### config.mk
export PLATFORM = sky130hd
export DESIGN_NAME = rxd_engine
export DESIGN_NICKNAME = d
export VERILOG_FILES = /design/src/rtl/rxd_pkg.sv /design/src/rtl/rxd_free_fifo.sv /design/src/rtl/rxd_sat_cnt.sv /design/src/rtl/rxd_rx_fsm.sv /design/src/rtl/rxd_engine.sv
export SDC_FILE = /design/constraint.sdc
export NUM_CORES = 2
export LEC_CHECK = 0
export ABC_AREA = 0
export BUFFER_PORTS_ARGS = -buffer_cell sky130_fd_sc_hd__buf_2
export CAP_MARGIN = 20
export CORE_UTILIZATION = 60
export DETAILED_ROUTE_END_ITERATION = 6
export PLACE_DENSITY = 0.76
export SLEW_MARGIN = 10
export SYNTH_ARGS = -nofsm -noshare
export SYNTH_HDL_FRONTEND = slang
export SYNTH_SLANG_ARGS = --single-unit
export TNS_END_PERCENT = 20
### constraint.sdc
create_clock -name clk -period 5 [get_ports clk]
set_input_delay 0.25 -clock clk [delete_from_list [all_inputs] [get_ports clk]]
set_output_delay 0.25 -clock clk [all_outputs]
set_load 0.01 [all_outputs]
### src/rtl/rxd_pkg.sv
package rxd_pkg;
  localparam int HDR_BYTES     = 24;
  localparam int PAYLOAD_BYTES = 2024;
  localparam int FCS_BYTES     = 4;
  localparam int DESC_BYTES    = HDR_BYTES + PAYLOAD_BYTES;
  localparam int LEN_W         = 12;
  localparam int CNT_W         = $clog2(PAYLOAD_BYTES + 1);
  localparam int OFF_RXFLAG    = 4;
  localparam int OFF_LEN       = 8;
  localparam int OFF_PORT      = 10;
  localparam int REG_POST      = 16;
  localparam int REG_FLUSH     = 24;

  typedef enum logic [1:0] {ST_IDLE, ST_RECV, ST_DROP, ST_WB} rx_state_e;
endpackage

### src/rtl/rxd_free_fifo.sv
module rxd_free_fifo #(
  parameter int W     = 24,
  parameter int DEPTH = 64,
  parameter int CW    = 7
) (
  input  logic          clk,
  input  logic          rst_n,
  input  logic          push,
  input  logic [W-1:0]  push_data,
  input  logic          pop,
  input  logic          flush,
  output logic [W-1:0]  head,
  output logic          empty,
  output logic [CW-1:0] count
);
  localparam int PW = $clog2(DEPTH);

  logic [W-1:0]  store [DEPTH];
  logic [PW-1:0] rd_q, wr_q;
  logic [CW-1:0] cnt_q;
  logic          full, push_ok, pop_ok;

  assign full    = (cnt_q == CW'(DEPTH));
  assign empty   = (cnt_q == '0);
  assign push_ok = push && !full;
  assign pop_ok  = pop && !empty;
  assign head    = store[rd_q];
  assign count   = cnt_q;

  function automatic logic [PW-1:0] wrap_inc(input logic [PW-1:0] p);
    return (p == PW'(DEPTH - 1)) ? '0 : p + PW'(1);
  endfunction

  always_ff @(posedge clk) begin
    if (!rst_n || flush) begin
      rd_q  <= '0;
      wr_q  <= '0;
      cnt_q <= '0;
    end else begin
      if (push_ok) wr_q <= wrap_inc(wr_q);
      if (pop_ok)  rd_q <= wrap_inc(rd_q);
      if (push_ok && !pop_ok)      cnt_q <= cnt_q + CW'(1);
      else if (pop_ok && !push_ok) cnt_q <= cnt_q - CW'(1);
    end
  end

  always_ff @(posedge clk) begin
    if (push_ok && !flush) store[wr_q] <= push_data;
  end
endmodule

### src/rtl/rxd_sat_cnt.sv
module rxd_sat_cnt #(
  parameter int W = 8
) (
  input  logic         clk,
  input  logic         rst_n,
  input  logic         inc,
  output logic [W-1:0] value
);
  always_ff @(posedge clk) begin
    if (!rst_n)                    value <= '0;
    else if (inc && value != '1)   value <= value + W'(1);
  end
endmodule

### src/rtl/rxd_rx_fsm.sv
module rxd_rx_fsm
  import rxd_pkg::*;
#(
  parameter int AW     = 24,
  parameter int PORT_W = 2
) (
  input  logic              clk,
  input  logic              rst_n,
  input  logic              s_valid,
  output logic              s_ready,
  input  logic [7:0]        s_data,
  input  logic              s_last,
  input  logic [PORT_W-1:0] s_port,
  input  logic [AW-1:0]     head,
  input  logic              fifo_empty,
  output logic              pop,
  output logic              drop_inc,
  output logic              mem_we,
  output logic [AW-1:0]     mem_addr,
  output logic [7:0]        mem_wdata,
  output logic              wb_busy,
  output logic [LEN_W-1:0]  len_now
);
  rx_state_e         state_q;
  logic [AW-1:0]     base_q;
  logic [CNT_W-1:0]  cnt_q;
  logic [PORT_W-1:0] port_q;
  logic [2:0]        step_q;
  logic              acc;
  logic [LEN_W-1:0]  len_raw;
  logic [15:0]       port16;

  assign s_ready  = (state_q != ST_WB);
  assign acc      = s_valid && s_ready;
  assign pop      = acc && (state_q == ST_IDLE) && !fifo_empty;
  assign drop_inc = acc && s_last &&
                    (((state_q == ST_IDLE) && fifo_empty) || (state_q == ST_DROP));
  assign len_raw  = LEN_W'(HDR_BYTES + FCS_BYTES) + LEN_W'(cnt_q);
  assign len_now  = (len_raw > LEN_W'(DESC_BYTES)) ? LEN_W'(DESC_BYTES) : len_raw;
  assign port16   = 16'(port_q);
  assign wb_busy  = (state_q == ST_WB);

  always_ff @(posedge clk) begin
    if (!rst_n) begin
      state_q   <= ST_IDLE;
      base_q    <= '0;
      cnt_q     <= '0;
      port_q    <= '0;
      step_q    <= '0;
      mem_we    <= 1'b0;
      mem_addr  <= '0;
      mem_wdata <= '0;
    end else begin
      mem_we <= 1'b0;
      unique case (state_q)
        ST_IDLE: if (acc) begin
          if (!fifo_empty) begin
            base_q    <= head;
            port_q    <= s_port;
            cnt_q     <= CNT_W'(1);
            step_q    <= '0;
            mem_we    <= 1'b1;
            mem_addr  <= head + AW'(HDR_BYTES);
            mem_wdata <= s_data;
            state_q   <= s_last ? ST_WB : ST_RECV;
          end else if (!s_last) begin
            state_q <= ST_DROP;
          end
        end
        ST_RECV: if (acc) begin
          if (cnt_q < CNT_W'(PAYLOAD_BYTES)) begin
            mem_we    <= 1'b1;
            mem_addr  <= base_q + AW'(HDR_BYTES) + AW'(cnt_q);
            mem_wdata <= s_data;
            cnt_q     <= cnt_q + CNT_W'(1);
          end
          if (s_last) begin
            state_q <= ST_WB;
            step_q  <= '0;
          end
        end
        ST_DROP: if (acc && s_last) state_q <= ST_IDLE;
        ST_WB: begin
          mem_we <= 1'b1;
          step_q <= step_q + 3'd1;
          case (step_q)
            3'd0: begin mem_addr <= base_q + AW'(OFF_LEN);      mem_wdata <= len_now[7:0]; end
            3'd1: begin mem_addr <= base_q + AW'(OFF_LEN + 1);  mem_wdata <= 8'(len_now >> 8); end
            3'd2: begin mem_addr <= base_q + AW'(OFF_PORT);     mem_wdata <= port16[7:0]; end
            3'd3: begin mem_addr <= base_q + AW'(OFF_PORT + 1); mem_wdata <= port16[15:8]; end
            default: begin
              mem_addr  <= base_q + AW'(OFF_RXFLAG);
              mem_wdata <= 8'h01;
              state_q   <= ST_IDLE;
            end
          endcase
        end
        default: state_q <= ST_IDLE;
      endcase
    end
  end
endmodule

### src/rtl/rxd_engine.sv
module rxd_engine
  import rxd_pkg::*;
#(
  parameter int AW     = 24,
  parameter int PORT_W = 2,
  parameter int DEPTH  = 64,
  parameter int REG_AW = 5,
  parameter int DROP_W = 8
) (
  input  logic              clk,
  input  logic              rst_n,
  input  logic              reg_wr_en,
  input  logic [REG_AW-1:0] reg_addr,
  input  logic [31:0]       reg_wdata,
  input  logic              s_valid,
  output logic              s_ready,
  input  logic [7:0]        s_data,
  input  logic              s_last,
  input  logic [PORT_W-1:0] s_port,
  output logic              mem_we,
  output logic [AW-1:0]     mem_addr,
  output logic [7:0]        mem_wdata,
  output logic [DROP_W-1:0] drop_cnt
);
  localparam int CNTW = $clog2(DEPTH) + 1;

  logic             post_w, flush_w, fifo_pop, fifo_empty, drop_inc, wb_busy;
  logic [AW-1:0]    fifo_head;
  logic [CNTW-1:0]  fifo_cnt;
  logic [LEN_W-1:0] len_now;
  logic             unused_wdata;

  assign post_w  = reg_wr_en && (reg_addr == REG_AW'(REG_POST)) && reg_wdata[31];
  assign flush_w = reg_wr_en && (reg_addr == REG_AW'(REG_FLUSH));
  assign unused_wdata = ^reg_wdata[30:AW];

  rxd_free_fifo #(.W(AW), .DEPTH(DEPTH), .CW(CNTW)) u_fifo (
    .clk(clk), .rst_n(rst_n), .push(post_w), .push_data(reg_wdata[AW-1:0]),
    .pop(fifo_pop), .flush(flush_w), .head(fifo_head), .empty(fifo_empty),
    .count(fifo_cnt)
  );

  rxd_rx_fsm #(.AW(AW), .PORT_W(PORT_W)) u_fsm (
    .clk(clk), .rst_n(rst_n), .s_valid(s_valid), .s_ready(s_ready),
    .s_data(s_data), .s_last(s_last), .s_port(s_port), .head(fifo_head),
    .fifo_empty(fifo_empty), .pop(fifo_pop), .drop_inc(drop_inc),
    .mem_we(mem_we), .mem_addr(mem_addr), .mem_wdata(mem_wdata),
    .wb_busy(wb_busy), .len_now(len_now)
  );

  rxd_sat_cnt #(.W(DROP_W)) u_drop (
    .clk(clk), .rst_n(rst_n), .inc(drop_inc), .value(drop_cnt)
  );
endmodule

==> impl_results.md <==
- CORE AREA: approximately 110000 µm²
- Fin crit period: 4.49 ns
- First-pass GRT wire length: 258000 µm
- Setup TNS: 0 ns
- GR Overflow Total: 0
- EDFF count, synth: 1536
- Root buf cell: clkbuf_16
- Die X: 336 µm
- Non-Filler Instances: 5475
- Post-synthesis cell type count: 88
- RSZ-0062 raised after global routing: false
- Peak supply drop: 0.303 mV
- Final Skew: 0.0341 ns
- Status: complete, but fails checks
- Max cap viols: 0
- GRT Total Usage: 0.324
- Post-synth top cells: 1536 x edfxtp_1, 378 x mux4_2, 239 x nor2_1
- Largest net degree at the start of global routing: 87
- Ys Warns: 0
- Final hold violation count: 0
- Layout cells sized above 1: 0.242
- First-iteration detailed-routing DRC count: around 5.3k
- Num CTS Buffers: ~160
- Flop pwr share: 0.449
- Final #Nets: ~4.0k
- Area delta synth->final: 12.9%
- Worst Path Required: 5.63 ns
- Worst Path Arrival: roughly 5 ns
- Die ar.: 113000 µm²
- Remaining DRCs: 1
- Initial antenna violation count: 8
- Synth top area cells: edfxtp_1 69%, mux4_2 13%, dfxtp_1 3.2%
- H-tree levels: 4
- GPL Wtd Cong: 0.916
- Clock power frac: 0.334
- Boundary Pins: 94
- Inst Count DP: 5142
- #FFs+latches synth: between 1.5k and 2k
- Psw: 9.82 mW
- Leak Pwr: 23.7 nW
- Cell count after synthesis: 3596
- Vias in the first global route: 36.8k
- CP Capture Type: flop
- N_diodes: 0
- Slew headroom: 0.195
- Row count: between 100 and 150
- Post-Syn Area per Cell: 18.6 µm²
- Ys flop type: edfxtp_1
- Switching part of the total power: 0.280
- Worst hold path type: in2reg
- CP max stage delay: 0.53 ns
- Max frequency: 0.223 GHz
- Post-Route WL: 181000 µm
- Critical path, cell by cell: inv_4 -> buf_4 -> buf_4 -> nand2_1 -> a21oi_1 -> nor2_1 -> buf_4 -> a221oi_1 -> buf_4 -> nand4bb_1 -> nor4_1 -> mux2i_1 -> a31oi_1
- Sink Count: 1644
- TritonCTS clock tree: done
- Layout fillers: between 6k and 7k
- Mapped cell area: 66900 µm²
- Later-pin clock latency in the skew report: 0.79 ns
- Vias: roughly 38k
- Startpoint type of the worst setup path: flop
- Area share of the largest cell type after synthesis: 0.689
- Logic pwr share: 0.217
- Crit share post-route: 0.898
- Clock slew at reported path FFs: 0.06 ns
- Most frequent cell after synthesis: edfxtp_1
- Initial Util: 0.605
- Pwr dens: roughly 460 nW/µm²
- CTS resizes: 0
- Die Ht: between 300 and 400 µm
- Max-slew violations: 0
- Total power: 35.0 mW
- Area leader, netlist: edfxtp_1
- Slew at the pin closest to its max-slew limit: approximately 1.2 ns
- Int Power: 25.2 mW
- DRT antenna net count: 0
- Cell mode on critical path: buf_4
- Clock buffer depth: 3
- Seq/Total Area, Yosys: 0.721
- Worst setup path class: reg2reg
- Post-synth ARST share: 0
- Final WS setup: between 0.5 and 0.6 ns
- Final Setup Violations: 0
- Failing checks: DRC
- Mapped Nets: 3699
- CP max-delay cell: dfxtp_2
- HPWL Detailed: 107000 µm
- Setup WS pre-CTS: 0.618 ns
- Worst-path maximum fanout: 20
- Average vias per placed instance: 6.89
- Drt pass-1 iters: 7
- Buffers on Ports: 86
- Detailed-route wire length per cell: 33.0 µm
stage by stage:
stage	hold slack [ns]	area (µm²)	utilization
2_1_floorplan	0.349	66900	-
3_3_place_gp	0.440	69800	0.631
3_5_place_dp	0.450	69900	0.632
4_1_cts	0.138	75100	0.679
5_1_grt	0.0296	75600	0.683
6_report	0.0114	75600	0.683
worst paths after layout:
| kind | start | to | slack [ns] | cells past startpoint |
|---|---|---|---|---|
| hold / removal | reg_wdata[1] | u_fifo.store[9][1]$_DFFE_PP_ | 0.01 | 1 |
| setup / recovery | flop | u_fsm.mem_addr[20]$_SDFFE_PN0P_ | 0.51 | 13 |
| hold reg to reg | u_fsm.mem_addr[4]$_SDFFE_PN0P_ | u_fsm.mem_addr[4]$_SDFFE_PN0P_ | 0.45 | 2 |
| setup reg to reg | flop | u_fsm.mem_addr[20]$_SDFFE_PN0P_ | 0.51 | 13 |
what timing repair did:
| action | in CTS | in global routing |
|---|---|---|
| hold buffers | 13 | 10 |
| buffers inserted | 0 | 0 |
| endpoints found under the hold margin | 23 | 170 |
critical path: cells and delay by family (launching register included):
| kind | cells | cell delay [ns] |
|---|---|---|
| buffers and inverters | 5 | 1.55 |
| AND/OR/NAND/NOR | 4 | 1.18 |
| AO/OA/AOI/OAI | 3 | 0.74 |
| flip-flops | 1 | 0.53 |
| multiplexers | 1 | 0.31 |
cell usage in the layout (no fill, tap or decap), drive strengths merged, types with 7 or more instances in the layout:
master       count
a211oi          21
a21o            10
a21oi           91
a221oi          18
a22oi           57
a311oi           8
a31oi           20
and2            17
and3             8
buf            272
bufinv           7
clkbuf         203
clkinv          75
dfxtp          108
dlygate4sd3     23
edfxtp        1536
ha              48
inv             53
mux2             7
mux2i           81
mux4           400
nand2          176
nand2b          17
nand3           57
nand3b          12
nand4           31
nor2           239
nor2b           23
nor3            40
nor4            11
o211ai          18
o21ai           66
o221ai          10
o22ai           32
o31ai            9
or3              9
xnor2           38
xor2            25
layer usage:
| metal | track usage | share of wire | wire (µm) |
|---|---|---|---|
| met1 | 0.444 | 0.36 | 65500 |
| met2 | 0.511 | 0.48 | 86500 |
| met3 | 0.0716 | 0.11 | 20500 |
| met4 | 0.135 | 0.044 | 7970 |
| met5 | 0 | 0.00042 | 75 |
area by class of cell:
| class | instances | area, µm² | area share |
|---|---|---|---|
| Clock buffer | 203 | 4300 | 0.0569 |
| Clock inverter | 91 | 764 | 0.0101 |
| Inverter | 47 | 179 | 0.00237 |
| Multi-Input combinational cell | 1707 | 17700 | 0.234 |
| Sequential cell | 1644 | 48300 | 0.639 |
| Tap cell | 1488 | 1860 | 0.0246 |
| Timing Repair Buffer | 295 | 2490 | 0.0329 |
cell families (layout without fill, tap and decap cells):
| kind of cell | Yosys count | after routing | share of synthesized area |
|---|---|---|---|
| multiplexers | 488 | 488 | 0.149 |
| adder cells (fa/ha/maj) | 51 | 51 | 0.00987 |
| XOR/XNOR | 63 | 63 | 0.00824 |
| AO/OA/AOI/OAI | 432 | 432 | 0.0442 |
| AND/OR/NAND/NOR | 673 | 673 | 0.0469 |
| buffers and inverters | 245 | 636 | 0.0202 |
| flip-flops | 1644 | 1644 | 0.721 |
power by group through the flow:
stage	Clock, mW	Sequential, mW	Combinational [mW]
floorplan	0	15.8	5.53
global placement	0	16.0	7.35
detailed placement	0	16.0	7.43
CTS	11.8	15.7	7.52
global route	12.3	15.8	8.04
finish	11.7	15.7	7.59
registers in the layout (all words and copies together), names as in the netlist, 2 cells and up, named ones only:
name / flops
u_fsm.base_q: 24
u_fifo.store: 1536
u_fsm.mem_wdata: 8
u_fsm.step_q: 3
u_fifo.wr_q: 6
u_fsm.mem_addr: 24
u_fsm.port_q: 2
u_fsm.cnt_q: 11
u_fifo.count: 7
u_fifo.rd_q: 6
u_fsm.state_q: 2
u_drop.value: 8
Note: power is estimated with default switching activity, not from simulation.
